===== config.mk =====
export PLATFORM = sky130hd
export DESIGN_NAME = bmv_engine
export DESIGN_NICKNAME = d
export VERILOG_FILES = /design/src/rtl/bmv_pkg.sv /design/src/rtl/bmv_seq.sv /design/src/rtl/bmv_regs.sv /design/src/rtl/bmv_mport.sv /design/src/rtl/bmv_engine.sv
export SDC_FILE = /design/constraint.sdc
export NUM_CORES = 1
export LEC_CHECK = 0
export BUFFER_PORTS_ARGS = -buffer_cell sky130_fd_sc_hd__buf_2
export CAP_MARGIN = 0
export CORE_UTILIZATION = 40
export DETAILED_ROUTE_END_ITERATION = 7
export PLACE_DENSITY_LB_ADDON = 0.2
export SLEW_MARGIN = 0
export SYNTH_ARGS = -nofsm -noshare
export SYNTH_HDL_FRONTEND = slang
export SYNTH_SLANG_ARGS = --single-unit
export TNS_END_PERCENT = 1

===== constraint.sdc =====
create_clock -name clk -period 2.6 [get_ports clk]
set_clock_uncertainty 0.05 [all_clocks]
set_input_delay 0.39 -clock clk [delete_from_list [all_inputs] [get_ports clk]]
set_output_delay 0.39 -clock clk [all_outputs]
set_load 0.01 [all_outputs]

===== src/rtl/bmv_pkg.sv =====
package bmv_pkg;

    typedef enum logic {
        MV_ASC  = 1'b0,
        MV_DESC = 1'b1
    } mv_dir_e;

    // One-hot-ish decode of where the engine is inside a byte slot
    typedef struct packed {
        logic rd;    // issue the read
        logic cap;   // capture returned read data
        logic wr;    // issue the write
        logic last;  // final cycle of the slot
    } ph_dec_t;

    function automatic ph_dec_t ph_decode(input int unsigned ph,
                                          input int unsigned rd_ph,
                                          input int unsigned wr_ph,
                                          input int unsigned last_ph);
        ph_dec_t d;
        d.rd   = (ph == rd_ph);
        d.cap  = (ph == rd_ph + 1);
        d.wr   = (ph == wr_ph);
        d.last = (ph == last_ph);
        return d;
    endfunction

endpackage


===== src/rtl/bmv_seq.sv =====
module bmv_seq
    import bmv_pkg::*;
#(
    parameter int unsigned BYTE_CYCLES = 7,
    parameter int unsigned RD_PH       = 0,
    parameter int unsigned WR_PH       = 2
) (
    input  logic    clk,
    input  logic    rst,
    input  logic    start_i,
    input  logic    irq_i,
    input  logic    acc_zero_i,
    output logic    load_o,
    output logic    step_o,
    output logic    busy_o,
    output logic    done_o,
    output ph_dec_t dec_o
);

    localparam int unsigned PH_W    = $clog2(BYTE_CYCLES);
    localparam int unsigned LAST_PH = BYTE_CYCLES - 1;

    logic [PH_W-1:0] ph_q;
    logic            busy_q;
    logic            done_q;

    always_comb begin
        if (busy_q) dec_o = ph_decode(32'(ph_q), RD_PH, WR_PH, LAST_PH);
        else        dec_o = '0;
    end

    assign load_o = start_i && !busy_q;
    assign step_o = busy_q && dec_o.last;
    assign busy_o = busy_q;
    assign done_o = done_q;

    always_ff @(posedge clk) begin
        if (rst) begin
            busy_q <= 1'b0;
            done_q <= 1'b0;
            ph_q   <= '0;
        end else begin
            done_q <= 1'b0;
            if (load_o) begin
                busy_q <= 1'b1;
                ph_q   <= '0;
            end else if (busy_q) begin
                if (dec_o.last) begin
                    ph_q <= '0;
                    if (acc_zero_i) begin
                        busy_q <= 1'b0;
                        done_q <= 1'b1;
                    end else if (irq_i) begin
                        busy_q <= 1'b0;
                    end
                end else begin
                    ph_q <= ph_q + 1'b1;
                end
            end
        end
    end

    // completion pulse lasts one cycle and only while idle
    a_r6_done_single: assert property (@(posedge clk) disable iff (rst)
        done_o |=> !done_o);
    a_r6_done_idle: assert property (@(posedge clk) disable iff (rst)
        done_o |-> !busy_o);
    // interrupt at a non-final byte boundary halts without completion
    a_r7_irq_halt: assert property (@(posedge clk) disable iff (rst)
        (step_o && irq_i && !acc_zero_i) |=> (!busy_o && !done_o));
    // a start pulse mid-slot does not disturb the running move
    a_r9_no_restart: assert property (@(posedge clk) disable iff (rst)
        (busy_o && !dec_o.last) |=> busy_o);

endmodule


===== src/rtl/bmv_regs.sv =====
module bmv_regs
    import bmv_pkg::*;
#(
    parameter int unsigned PTR_W  = 16,
    parameter int unsigned BANK_W = 8
) (
    input  logic              clk,
    input  logic              rst,
    input  logic              load_i,
    input  logic              step_i,
    input  mv_dir_e           dir_i,
    input  logic [PTR_W-1:0]  acc_i,
    input  logic [PTR_W-1:0]  x_i,
    input  logic [PTR_W-1:0]  y_i,
    input  logic [BANK_W-1:0] sbank_i,
    input  logic [BANK_W-1:0] dbank_i,
    output logic [PTR_W-1:0]  acc_q,
    output logic [PTR_W-1:0]  x_q,
    output logic [PTR_W-1:0]  y_q,
    output logic [BANK_W-1:0] sbank_q,
    output logic [BANK_W-1:0] dbank_q,
    output mv_dir_e           dir_q,
    output logic              acc_zero_o
);

    function automatic logic [PTR_W-1:0] ptr_next(input logic [PTR_W-1:0] p,
                                                  input mv_dir_e d);
        return (d == MV_DESC) ? p - PTR_W'(1) : p + PTR_W'(1);
    endfunction

    assign acc_zero_o = (acc_q == '0);

    always_ff @(posedge clk) begin
        if (rst) begin
            acc_q   <= '0;
            x_q     <= '0;
            y_q     <= '0;
            sbank_q <= '0;
            dbank_q <= '0;
            dir_q   <= MV_ASC;
        end else if (load_i) begin
            acc_q   <= acc_i;
            x_q     <= x_i;
            y_q     <= y_i;
            sbank_q <= sbank_i;
            dbank_q <= dbank_i;
            dir_q   <= dir_i;
        end else if (step_i) begin
            acc_q <= acc_q - PTR_W'(1);
            x_q   <= ptr_next(x_q, dir_q);
            y_q   <= ptr_next(y_q, dir_q);
        end
    end

    // ascending pointers advance by one per byte, wrapping in the bank
    a_r3_asc_step: assert property (@(posedge clk) disable iff (rst)
        (step_i && dir_q == MV_ASC) |=>
            (x_q == $past(x_q) + PTR_W'(1)) && (y_q == $past(y_q) + PTR_W'(1)));
    // descending pointers retreat by one per byte
    a_r4_desc_step: assert property (@(posedge clk) disable iff (rst)
        (step_i && dir_q == MV_DESC) |=>
            (x_q == $past(x_q) - PTR_W'(1)) && (y_q == $past(y_q) - PTR_W'(1)));
    // count falls by one per byte
    a_r5_count_step: assert property (@(posedge clk) disable iff (rst)
        step_i |=> (acc_q == $past(acc_q) - PTR_W'(1)));
    // data bank changes only on an accepted start
    a_r8_bank_hold: assert property (@(posedge clk) disable iff (rst)
        !load_i |=> $stable(dbank_q));

endmodule


===== src/rtl/bmv_mport.sv =====
module bmv_mport
    import bmv_pkg::*;
#(
    parameter int unsigned PTR_W  = 16,
    parameter int unsigned BANK_W = 8,
    parameter int unsigned DATA_W = 8
) (
    input  logic                    clk,
    input  logic                    rst,
    input  ph_dec_t                 dec_i,
    input  logic [BANK_W-1:0]       sbank_i,
    input  logic [BANK_W-1:0]       dbank_i,
    input  logic [PTR_W-1:0]        x_i,
    input  logic [PTR_W-1:0]        y_i,
    input  logic [DATA_W-1:0]       rdata_i,
    output logic                    req_o,
    output logic                    we_o,
    output logic [PTR_W+BANK_W-1:0] addr_o,
    output logic [DATA_W-1:0]       wdata_o
);

    logic [DATA_W-1:0] data_q;

    always_ff @(posedge clk) begin
        if (rst)            data_q <= '0;
        else if (dec_i.cap) data_q <= rdata_i;
    end

    always_comb begin
        req_o   = dec_i.rd || dec_i.wr;
        we_o    = dec_i.wr;
        addr_o  = '0;
        wdata_o = '0;
        if (dec_i.rd) begin
            addr_o = {sbank_i, x_i};
        end else if (dec_i.wr) begin
            addr_o  = {dbank_i, y_i};
            wdata_o = data_q;
        end
    end

    // write data is the value captured from the preceding read
    a_r2_wdata_captured: assert property (@(posedge clk) disable iff (rst)
        dec_i.cap |=> (data_q == $past(rdata_i)));

endmodule


===== src/rtl/bmv_engine.sv =====
module bmv_engine
    import bmv_pkg::*;
#(
    parameter int unsigned PTR_W       = 16,
    parameter int unsigned BANK_W      = 8,
    parameter int unsigned DATA_W      = 8,
    parameter int unsigned BYTE_CYCLES = 7,
    parameter int unsigned RD_PH       = 0,
    parameter int unsigned WR_PH       = 2
) (
    input  logic                    clk,
    input  logic                    rst,
    input  logic                    start,
    input  logic                    dir_desc,
    input  logic                    irq,
    input  logic [PTR_W-1:0]        acc_in,
    input  logic [PTR_W-1:0]        x_in,
    input  logic [PTR_W-1:0]        y_in,
    input  logic [BANK_W-1:0]       src_bank,
    input  logic [BANK_W-1:0]       dst_bank,
    output logic                    busy,
    output logic                    done,
    output logic [PTR_W-1:0]        acc_out,
    output logic [PTR_W-1:0]        x_out,
    output logic [PTR_W-1:0]        y_out,
    output logic [BANK_W-1:0]       dbank_out,
    output logic                    mem_req,
    output logic                    mem_we,
    output logic [PTR_W+BANK_W-1:0] mem_addr,
    output logic [DATA_W-1:0]       mem_wdata,
    input  logic [DATA_W-1:0]       mem_rdata
);

    ph_dec_t           dec;
    logic              load;
    logic              step;
    logic              acc_zero;
    logic [BANK_W-1:0] sbank_q;
    mv_dir_e           dir_q;

    bmv_seq #(
        .BYTE_CYCLES (BYTE_CYCLES),
        .RD_PH       (RD_PH),
        .WR_PH       (WR_PH)
    ) u_seq (
        .clk        (clk),
        .rst        (rst),
        .start_i    (start),
        .irq_i      (irq),
        .acc_zero_i (acc_zero),
        .load_o     (load),
        .step_o     (step),
        .busy_o     (busy),
        .done_o     (done),
        .dec_o      (dec)
    );

    bmv_regs #(
        .PTR_W  (PTR_W),
        .BANK_W (BANK_W)
    ) u_regs (
        .clk        (clk),
        .rst        (rst),
        .load_i     (load),
        .step_i     (step),
        .dir_i      (mv_dir_e'(dir_desc)),
        .acc_i      (acc_in),
        .x_i        (x_in),
        .y_i        (y_in),
        .sbank_i    (src_bank),
        .dbank_i    (dst_bank),
        .acc_q      (acc_out),
        .x_q        (x_out),
        .y_q        (y_out),
        .sbank_q    (sbank_q),
        .dbank_q    (dbank_out),
        .dir_q      (dir_q),
        .acc_zero_o (acc_zero)
    );

    bmv_mport #(
        .PTR_W  (PTR_W),
        .BANK_W (BANK_W),
        .DATA_W (DATA_W)
    ) u_mport (
        .clk     (clk),
        .rst     (rst),
        .dec_i   (dec),
        .sbank_i (sbank_q),
        .dbank_i (dbank_out),
        .x_i     (x_out),
        .y_i     (y_out),
        .rdata_i (mem_rdata),
        .req_o   (mem_req),
        .we_o    (mem_we),
        .addr_o  (mem_addr),
        .wdata_o (mem_wdata)
    );

    // memory is touched only during a move
    a_r2_req_in_busy: assert property (@(posedge clk) disable iff (rst)
        mem_req |-> busy);
    // a read is never followed directly by a request in the next cycle
    a_r2_gap_after_read: assert property (@(posedge clk) disable iff (rst)
        (mem_req && !mem_we) |=> !mem_req);
    // idle engine makes no memory request
    a_r1_idle_quiet: assert property (@(posedge clk) disable iff (rst)
        !busy |-> !mem_req);

endmodule


=== Word level (Yosys, flattened, before mapping) ===
Index checks and enable logic that the tools add are counted.

* Reduce and logical (&&, ||, !) cells: 9
* Bitwise gates (word level): 2
* $lt $le $gt $ge: 0
* Div/mod/pow operators: 0
* Shift-type cells: 0
* Eq/ne operators: 3
* Multiply operators: 0
* Mux-type cells: 20
* Add/subtract/negate cells: 6

{| class="wikitable"
|+ Operators with widths
! operator !! count
|-
| two-way mux 16 bit || 8
|-
| two-way mux 24 bit || 2
|-
| subtractor 16 x 1 -> 16 bit, second input constant || 3
|-
| adder 16 x 1 -> 16 bit, second input constant || 2
|-
| zero test 16 bit || 1
|-
| two-way mux 8 bit || 2
|-
| two-way mux 1 bit || 6
|-
| two-way mux 4 bit || 1
|-
| OR reduction 4 bit || 1
|-
| adder 3 x 1 -> 3 bit, second input constant || 1
|-
| equality test 3 x 1 -> 1 bit, second input constant || 1
|-
| equality test 3 x 2 -> 1 bit, second input constant || 1
|-
| equality test 3 bit, second input constant || 1
|-
| zero test 3 bit || 1
|-
| two-way mux 3 bit || 1
|-
| logical AND 1 bit || 2
|-
| NOT 1 bit || 2
|-
| nonzero test 2 bit || 1
|-
| OR reduction 2 bit || 1
|-
| zero test 1 bit || 1
|-
| logical OR 1 bit || 1
|}

* Word-level logic and storage cells: 50
* Bits in registers: 78
* Memory bits (read-only): 0
* Bits in latches: 0
* Memories: 0
* Bits in writable memories: 0
* Input bits: 77

=== Logic depth before layout (Yosys ltp) ===
* Word-level depth: 5
* Mapped depth: 9
* Mapped depth without buffers: 9

=== Cells and area by module ===
From an unflattened synthesis, not the netlist that was laid out.

* Cell total of the unflattened synthesis: 618
* Area total of the unflattened synthesis: 5151.2 um^2

{| class="wikitable"
|+ Modules (own cells, without submodules)
! module !! cells an instance !! times used !! area each (um^2)
|-
| bmv_regs || 516 || 1 || 4209.0
|-
| bmv_mport || 67 || 1 || 621.8
|-
| bmv_seq || 35 || 1 || 320.3
|}

=== Worst setup path before layout ===
No wires, ideal clock.

* Kind: register to register
* Start point: register u_regs.dir_q
* End point: register u_regs.x_q[14]
* Slack: -0.272 ns
* Arrival: 2.762 ns
* Path buffers: 0
* Cell stages (with the launch flop): 9
* Setup time: 0.059 ns
* Path through: dfxtp_1 ha_1 a21oi_2 o211a_1 o31ai_1 a21o_1 a221o_1 a2111oi_0 nand2b_1

* Word-level cells in the longest chain between the ends: 3

{| class="wikitable"
|+ RTL lines
! what !! line !! RTL
|-
| start: declaration || bmv_regs.sv:22 || <nowiki>output mv_dir_e dir_q,</nowiki>
|-
| start signal: assignment || bmv_regs.sv:47 || <nowiki>dir_q <= dir_i;</nowiki>
|-
| two-way mux 16 bit || bmv_regs.sv:28 || <nowiki>return (d == MV_DESC) ? p - PTR_W'(1) : p + PTR_W'(1);</nowiki>
|-
| two-way mux 16 bit || bmv_regs.sv:48 || <nowiki>end else if (step_i) begin</nowiki>
|-
| two-way mux 16 bit || bmv_regs.sv:41 || <nowiki>end else if (load_i) begin</nowiki>
|-
| end signal: assignment || bmv_regs.sv:43 || <nowiki>x_q <= x_i;</nowiki>
|-
| end signal: assignment || bmv_regs.sv:50 || <nowiki>x_q <= ptr_next(x_q, dir_q);</nowiki>
|-
| end: declaration || bmv_regs.sv:18 || <nowiki>output logic [PTR_W-1:0] x_q,</nowiki>
|}

Every way passes these cells. The select of a mux whose other input is x is not followed.
A chain may end at the register's enable or synchronous reset.

=== Worst setup path after layout ===
Ends and elaborated chain as after synthesis.

==> out/qor.txt <==
first-pass GRT wire length: 24360 um
Internal: 0.002258 W
top cells by area, synth: dfxtp_1 31%, ha_1 8.6%, nand2_1 7.6%, a21oi_1 6.6%, a22o_1 4.4%
Mapped Cells: 632
Final ANT Viol Nets: 0
Synth Flop Type: dfxtp_1
antenna violations before repair: 0
hold path cells: 3
Final min period: 2.521 ns
Comb power frac: 22.1%
Pre-antenna DRT Iters: 4
RSZ-0062 raised after global routing: true
Pins Over Slew Limit: 0
CTS Buffer Depth: 2
Slew Limit Headroom: 65.72%
Std-Cell Rows: 40
Worst R2R Setup Slack: 0.08 ns
Finished Layout Cells: 960
CTS tree: built
hold path endpoint: u_regs.dbank_q[3]
Clk pin slew, worst setup/hold paths: 0.07 ns
asr flop ratio synth: 0%
register area share after synthesis: 31.40%
Global Route Usage Sum: 23.66%
Post-route DRC: 0
# IOs: 169
top cell type's share of synthesized area: 31.40%
clock power share: 36.4%
CP Launch Type: flip-flop
Crit-path slowest cell: dfxtp_4
Switching Share: 31.51%
Setup Crit Path Kind: reg -> reg
NetSw: 0.001039 W
final setup violation count: 0
Static Leak: 2.895 nW
max_cap viols: 0
vias per cell: 5.481
via count: 5262
Area growth, synth to finish: 27.22%
CP endpoint kind: flip-flop
NumNets Final: 900
Reg area: 1567 um^2
Post-CTS Setup Inserts: 0
cell area after synthesis: 4974 um^2
grt total ovfl: 0
Req. time, crit path: 2.84 ns
PortBufs: 168
FF-to-FF path depth: 8
GPL Wtd Cong: 0.9396
r2r endpoint: u_regs.x_q[14]
fill count: 1184
Total Wirelength: 15320 um
setup ws final: 0.07853 ns
vias in the first global route: 4832
count leader, synth: nand2_1
die area: 12880 um^2
Ys Warns: 0
H-tree Lvls: 3
Flop pwr share: 41.5%
number of distinct library cells after synthesis: 59
Worst path max stage delay: 0.47 ns
Core Footprint: 12060 um^2
clock latency on the worst-skew pair: 0.34 ns
post-synth top area cell: dfxtp_1
Cell Chain, Critical Path: ha_1 -> a21oi_2 -> o211a_1 -> o31ai_1 -> a21o_1 -> a221o_1 -> a2111oi_1 -> nand2b_1
Max Fclk: 0.3966 GHz
Multi-input gate area: 3251 um^2
average instance area after synthesis: 7.869 um^2
Worst R2R Start: u_regs.dir_q
Crit Path Max Fanout: 16
diode count: 0
Commonest cells post-synth: 101 x nand2_1, 78 x dfxtp_1, 66 x a21oi_1
DP Worst Slack: 0.03043 ns
critical path arrival: 2.76 ns
Slew @ Worst Pin: 0.5099 ns
Post-synth EDFFs: 0
# resized after CTS: 0
placed instance area: 6018 um^2
DP Wirelength: 11100 um
period utilisation layout: 96.98%
Worst VDD drop: 0.0002812 V
syn nets: 745
Die Wd: 113.5 um
final hold violation count: 0
Setup TNS: 0 ns
starting DRC count in detailed routing: 320
initial core utilization: 41.23%
per-cell routed wire length: 15.96 um
worst min-delay path startpoint: dst_bank[3]
CTS Buf Count: 9
pwr dens: 521.0 nW/um^2
Die Y: 113.5 um
worst min path class: in -> reg
Synth Register Bits: 78
placed instance count: 944
status: completed
final instance area: 6327 um^2
hold buffer count at CTS: 0
clock tree sinks: 78
share of layout cells above drive strength 1: 28.28%
largest net degree at the start of global routing: 82
clock root buffer: clkbuf_16
==> layout make-up <==
| type | count | share of cell area (%) |
|---|---|---|
| multi-input cells | 502 | 51.37 |
| flip-flops and latches | 78 | 24.76 |
| repair buffers | 185 | 15.50 |
| clock buffers | 11 | 3.836 |
| well taps | 168 | 3.322 |
| inverters | 11 | 0.6526 |
| clock inverters | 5 | 0.5537 |
==> registers in the layout, indices dropped and copies added, names as in the netlist <==
register / flops
u_mport.data_q: 8
u_regs.acc_q: 16
u_regs.dbank_q: 8
u_regs.dir_q: 1
u_regs.sbank_q: 8
u_regs.x_q: 16
u_regs.y_q: 16
u_seq.busy_o: 1
u_seq.done_o: 1
u_seq.ph_q: 3
==> critical path: cells and delay by family (launching register included) <==
family                   cells  cell delay, ns
AND/OR/NAND/NOR              1            0.15
adder cells (fa/ha/maj)      1            0.32
flip-flops                   1            0.47
AO/OA/AOI/OAI                6            1.49
==> kinds of logic (layout without fill, tap and decap cells) <==
kind of cell | Yosys count | in the layout | share of synthesized area, %
compound gates | 198 | 198 | 26.87
xor+xnor | 35 | 35 | 6.164
fa+ha+maj | 36 | 36 | 9.359
buf+inv | 52 | 212 | 4.050
flops | 78 | 78 | 31.40
mux | 2 | 2 | 0.4025
simple gates | 231 | 231 | 21.76
==> placed cells by master, fill, tap and decap left out, types with 3 or more instances in the layout <==
master / Yosys / final
a2111oi_1: 1 / 3
a211oi_1: 13 / 13
a21o_1: 9 / 9
a21oi_1: 66 / 65
a21oi_2: 3 / 4
a221oi_1: 3 / 3
a22o_1: 25 / 25
a22oi_1: 5 / 5
a311oi_1: 14 / 13
a31oi_1: 6 / 4
a31oi_2: 1 / 3
and2_1: 8 / 8
and3_1: 7 / 7
buf_2: 2 / 168
buf_4: 1 / 16
clkbuf_16: 0 / 9
clkinvlp_4: 0 / 4
dfxtp_1: 78 / 76
ha_1: 34 / 34
inv_1: 11 / 11
nand2_1: 101 / 101
nand2b_1: 6 / 5
nand3_1: 18 / 18
nand4_1: 4 / 4
nor2_1: 51 / 50
nor3_1: 8 / 8
nor4_1: 3 / 3
o211ai_1: 7 / 7
o21ai_0: 18 / 18
o21ai_1: 4 / 4
o21bai_1: 4 / 4
o22ai_1: 6 / 6
o31ai_1: 4 / 4
or3_1: 6 / 6
xnor2_1: 21 / 21
xor2_1: 14 / 14
==> how the worst max path moves through the flow <==
stage | start | endpoint | slack, ns | depth (start not counted)
6_report | u_regs.dir_q | u_regs.x_q[14] | 0.08 | 8
5_1_grt | u_regs.dir_q | u_regs.y_q[13] | -0.03 | 9
4_1_cts | u_regs.dir_q | u_regs.x_q[14] | 0.009 | 8
3_5_place_dp | u_regs.dir_q | u_regs.y_q[13] | 0.03 | 9
3_3_place_gp | u_regs.dir_q | u_regs.x_q[14] | 0.13 | 8
2_1_floorplan | u_regs.dir_q | u_regs.x_q[14] | 0.08 | 8
==> through the flow <==
step,utilization (%),total power (W),hold slack (ns)
final,52.46,0.003297,0.2391
after global routing,52.46,0.003445,0.2416
after CTS,52.20,0.003302,0.2349
after detailed placement,49.90,0.002112,0.3950
after global placement,49.90,0.002099,0.3885
after floorplan,-,0.001837,0.3817
==> layer usage <==
metal / part of all wire (%) / global-route usage [%]
met1: 48 / 32.74
met5: 0 / 0
met2: 45 / 37.72
met3: 5.6 / 3.613
met4: 1.7 / 7.632
==> power groups by stage <==
stage	registers, W	clock network, W	logic, W
finish	0.00137	0.00120	0.000730
floorplan	0.00140	0	0.000436
global placement	0.00139	0	0.000710
global route	0.00138	0.00126	0.000803
CTS	0.00137	0.00121	0.000726
detailed placement	0.00139	0	0.000720
Power figures use the tool's default switching activity.
